===== config.mk =====
export PLATFORM = sky130hd
export DESIGN_NAME = xor_swizzle_addr
export DESIGN_NICKNAME = d
export VERILOG_FILES = /design/src/rtl/xor_swizzle_addr.sv
export SDC_FILE = /design/constraint.sdc
export NUM_CORES = 1
export LEC_CHECK = 0
export CELL_PAD_IN_SITES_DETAIL_PLACEMENT = 1
export CELL_PAD_IN_SITES_GLOBAL_PLACEMENT = 1
export CORE_MARGIN = 4
export CORE_UTILIZATION = 45
export CTS_CLUSTER_SIZE = 28
export DETAILED_ROUTE_END_ITERATION = 7
export DONT_BUFFER_PORTS = 1
export PLACE_DENSITY = 0.87
export SYNTH_ARGS = -nofsm -noshare
export SYNTH_HDL_FRONTEND = slang
export SYNTH_SLANG_ARGS = --single-unit

===== constraint.sdc =====
create_clock -name clk -period 1.8 [get_ports clk]
set_input_delay 0 -clock clk [delete_from_list [all_inputs] [get_ports clk]]
set_output_delay 0 -clock clk [all_outputs]
set_load 0.02 [all_outputs]

===== src/rtl/xor_swizzle_addr.sv =====
module xor_swizzle_addr #(
  parameter int ROW_BITS = 4,
  parameter int COL_BITS = 5,
  localparam int SEL_W = $clog2(ROW_BITS),
  localparam int OFF_W = ROW_BITS + COL_BITS
) (
  input  logic                clk,
  input  logic                rst_n,
  input  logic                cfg_we,
  input  logic [SEL_W-1:0]    cfg_sel,
  input  logic [COL_BITS-1:0] cfg_data,
  input  logic                fwd_valid,
  input  logic [ROW_BITS-1:0] fwd_row,
  input  logic [COL_BITS-1:0] fwd_col,
  output logic                fwd_out_valid,
  output logic [OFF_W-1:0]    fwd_offset,
  input  logic                inv_valid,
  input  logic [OFF_W-1:0]    inv_offset,
  output logic                inv_out_valid,
  output logic [ROW_BITS-1:0] inv_row,
  output logic [COL_BITS-1:0] inv_col
);

  logic [ROW_BITS-1:0][COL_BITS-1:0] tog;

  function automatic logic [COL_BITS-1:0] mask_of(
    input logic [ROW_BITS-1:0] r,
    input logic [ROW_BITS-1:0][COL_BITS-1:0] t
  );
    logic [COL_BITS-1:0] m;
    m = '0;
    for (int j = 0; j < ROW_BITS; j++)
      if (r[j]) m = m ^ t[j];
    return m;
  endfunction

  logic [ROW_BITS-1:0] inv_seg;
  logic [COL_BITS-1:0] fwd_bank, inv_bank;

  assign inv_seg  = inv_offset[OFF_W-1:COL_BITS];
  assign fwd_bank = fwd_col ^ mask_of(fwd_row, tog);
  assign inv_bank = inv_offset[COL_BITS-1:0] ^ mask_of(inv_seg, tog);

  always_ff @(posedge clk) begin
    if (!rst_n) begin
      tog           <= '0;
      fwd_out_valid <= 1'b0;
      fwd_offset    <= '0;
      inv_out_valid <= 1'b0;
      inv_row       <= '0;
      inv_col       <= '0;
    end else begin
      if (cfg_we) tog[cfg_sel] <= cfg_data;
      fwd_out_valid <= fwd_valid;
      if (fwd_valid) fwd_offset <= {fwd_row, fwd_bank};
      inv_out_valid <= inv_valid;
      if (inv_valid) begin
        inv_row <= inv_seg;
        inv_col <= inv_bank;
      end
    end
  end

  a_r2_seg_is_row: assert property (@(posedge clk) disable iff (!rst_n)
    fwd_valid |=> fwd_out_valid && fwd_offset[OFF_W-1:COL_BITS] == $past(fwd_row));

  a_r4_clear_is_rowmajor: assert property (@(posedge clk) disable iff (!rst_n)
    (fwd_valid && tog == '0) |=> fwd_offset[COL_BITS-1:0] == $past(fwd_col));

  a_r5_cfg_next_cycle: assert property (@(posedge clk) disable iff (!rst_n)
    cfg_we |=> tog[$past(cfg_sel)] == $past(cfg_data));

  a_r6_inv_row: assert property (@(posedge clk) disable iff (!rst_n)
    inv_valid |=> inv_out_valid && inv_row == $past(inv_seg));

  a_r9_fwd_hold: assert property (@(posedge clk) disable iff (!rst_n)
    !fwd_valid |=> !fwd_out_valid && $stable(fwd_offset));

  a_r9_inv_hold: assert property (@(posedge clk) disable iff (!rst_n)
    !inv_valid |=> !inv_out_valid && $stable(inv_row) && $stable(inv_col));

endmodule


==> impl_metrics.csv <==
group,metric,value,unit
run_status,status,"complete, no violations",
sta,setup_tns,0,ns
cells_and_area,fin_util,58.07,%
synthesis,synth-seq-cells,40,
critical_path,end_kind,"flop",
pwr,max-vdd-ir-drop,0.4312,mV
clock_tree,cts_resized,0,
die,rows,24,
routing,remaining_drc_errors,0,
clock_tree,clockBufferDepth,2,
critical_path,reg2reg_depth,4,
sta,min_period,1.382,ns
die,design.core.area,4354,um2
sta,setup_slack,0.4177,ns
routing,avgViaCountPerCell,5.673,
die,ioPinCount,50,
sta,finalSetupViolations,0,
pwr,p_per_area,790.7,nW/um2
synthesis,synth.area.top_cells,"dfxtp_1 39%, mux2i_1 14%, xnor3_1 11%",
synthesis,synth_seq_area_share,39.31,%
critical_path,reg2reg_from,"tog[18]",
cells_and_area,area_delta_synth_final,24.14,%
cells_and_area,drive_above_1_share,4.490,%
global_route,antenna_found_initial,0,
critical_path,r2r-end,"inv_col[3]",
synthesis,avgSynthCellArea,9.700,um2
global_route,grt_usage,23.80,%
min_path,min_path_cells,4,
place,placedCellCount,256,
synthesis,synth.distinct_cells,14,
routing,wl,6.012,mm
place,preCtsSetupSlack,0.4633,ns
clock_tree,post-cts-setup-buffers,0,
synthesis,syn_inst,210,
clock_tree,cts_root_buffer,"clkbuf_8",
die,die_y,75.28,um
synthesis,yosysMostFrequentCell,"nand2_1",
synthesis,synth_top_flop_cell,"dfxtp_1",
critical_path,worstPathRequired,2.05,ns
routing,initialDrtViolationCount,130,
synthesis,synth-edff-count,0,
global_route,grt_pass1_vias,1934,
global_route,grt_pass1_wl,9.715,mm
synthesis,synth_area,2037,um2
synthesis,yosys.area.top_type,"dfxtp_1",
global_route,grt_max_degree,39,
cells_and_area,n_antenna_cell,0,
clock_tree,cts.sinks,40,
sta,hold_viol_final,0,
critical_path,crit_path_start_kind,"flop",
synthesis,yosys_warnings,0,
clock_tree,clk-insertion-delay-late,0.30,ns
synthesis,synth_top_area_share,39.31,%
clock_tree,cts_buffers,5,
min_path,hp-class,"in2reg",
sta,worst_pin_slew,0.6395,ns
die,initial_core_util,46.78,%
routing,ant_nets,0,
die,die_w,75.28,um
sta,maxSlewViolCount,0,
sta,slew_headroom,57.18,%
synthesis,synth_commonest_cells,"42 x nand2_1, 40 x dfxtp_1, 28 x mux2i_1, 28 x nor2b_1, 21 x nand3_1",
synthesis,syn_nets,240,
routing,routedWlPerCell,20.24,um
place,dp_hpwl,3.830,mm
place,gp_congestion,0.8068,
flow_run,drv_cap,0,
clock_tree,cts.clk_slew.worst_paths,0.08,ns
cells_and_area,fin_nets,274,
sta,finalCritPeriodShare,76.79,%
cells_and_area,finalNonFillerCells,297,
sta,rsz0062_at_grt,"false",
die,die_area,5667,um2
critical_path,crit_type,"reg2reg",
sta,fmax,723.5,MHz
routing,dr.pass1.iters,4,
synthesis,async_flop_share,0,%
critical_path,worstPathArrival,1.63,ns
clock_tree,htreeDepth,2,
pwr,p_leak,1.136,nW
global_route,grt_overflow_total,0,
routing,route.vias.total,1685,
critical_path,reg2reg_setup_slack,0.42,ns
sta,clock_skew,0.01169,ns
min_path,holdPathEnd,"fwd_offset[0]",
clock_tree,cts_tree,"yes",
place,io_buffer_count,0,
min_path,min_from,"fwd_row[0]",
critical_path,cp_max_fo,3,
[state kept, by name (all words and copies together) (netlist names)]
signal and flops:
tog 20, inv_row 4, inv_out_valid 1, fwd_out_valid 1
fwd_offset 9, inv_col 5
[per-layer routing]
layer / track usage [%] / up-vias / wire [um]
li1: - / 777 / -
met1: 25.58 / 820 / 2224
met2: 42.95 / 68 / 3161
met3: 7.744 / 20 / 441
met4: 9.126 / 0 / 184
met5: 0 / - / 0
[cells by family (layout without fill, tap and decap cells)]
| family | after synthesis | after routing | synth area share [%] |
|---|---|---|---|
| and+or+nand+nor | 114 | 114 | 29.61 |
| DFF | 40 | 40 | 39.31 |
| muxes | 28 | 28 | 13.76 |
| xor gates and xnor gates | 20 | 20 | 15.73 |
| buffers and inverters | 8 | 43 | 1.597 |
[worst max path at each step]
stage                 start  cells past startpoint       endpoint
floorplan           tog[18]                      4     inv_col[3]
global placement    tog[17]                      4  fwd_offset[2]
detailed placement  tog[18]                      4     inv_col[3]
CTS                 tog[18]                      4     inv_col[3]
global route        tog[18]                      4     inv_col[3]
finish              tog[18]                      4     inv_col[3]
[where the power goes]
| group | total [mW] | internal (mW) | leakage (nW) | switching (mW) |
|---|---|---|---|---|
| sequential | 1.00 | 0.931 | 0.328 | 0.0732 |
| combinational | 0.247 | 0.143 | 0.754 | 0.104 |
| clock | 0.749 | 0.410 | 0.0541 | 0.338 |
| total | 2.00 | 1.48 | 1.14 | 0.515 |
[critical path: stages, from the launching register on]
cell     delay, ns
dfxtp_1       0.38
nand2_1       0.08
xnor3_1       0.41
or3_1         0.39
nand3_1       0.07
[layout by cell type, fill, tap and decap left out, types with 2 or more instances in the layout]
cell,count
xor2_1,9
mux2i_1,28
clkbuf_8,5
nor2b_1,28
inv_1,2
nand3_1,21
nand3b_1,12
or3_1,10
dlygate4sd3_1,32
nand2_1,42
xnor3_1,10
dfxtp_1,40
[timing repair]
| item | in CTS | in global routing |
|---|---|---|
| hold buffers | 33 | 0 |
| hold endpoints to repair | 38 | 0 |
| setup endpoints to repair | 0 | 0 |
[per-stage QoR]
step | power (mW) | hold slack, ns | area (um2)
finish | 1.999 | 0.01649 | 2529
global route | 2.082 | 0.01025 | 2529
CTS | 2.014 | 0.006040 | 2529
detailed placement | 1.176 | 0.1394 | 2077
global placement | 1.168 | 0.1324 | 2077
floorplan | 1.155 | 0.1662 | 2037
[final cells by class]
cell class	count	area (um2)
clock buffer	5	68.82
inverter	2	7.507
sequential	40	800.8
multi-input combinational	162	1204
fill	487	1826
clock inverter	3	42.54
timing repair buffer	33	340.3
tap	52	65.06
Power figures use the tool's default switching activity.
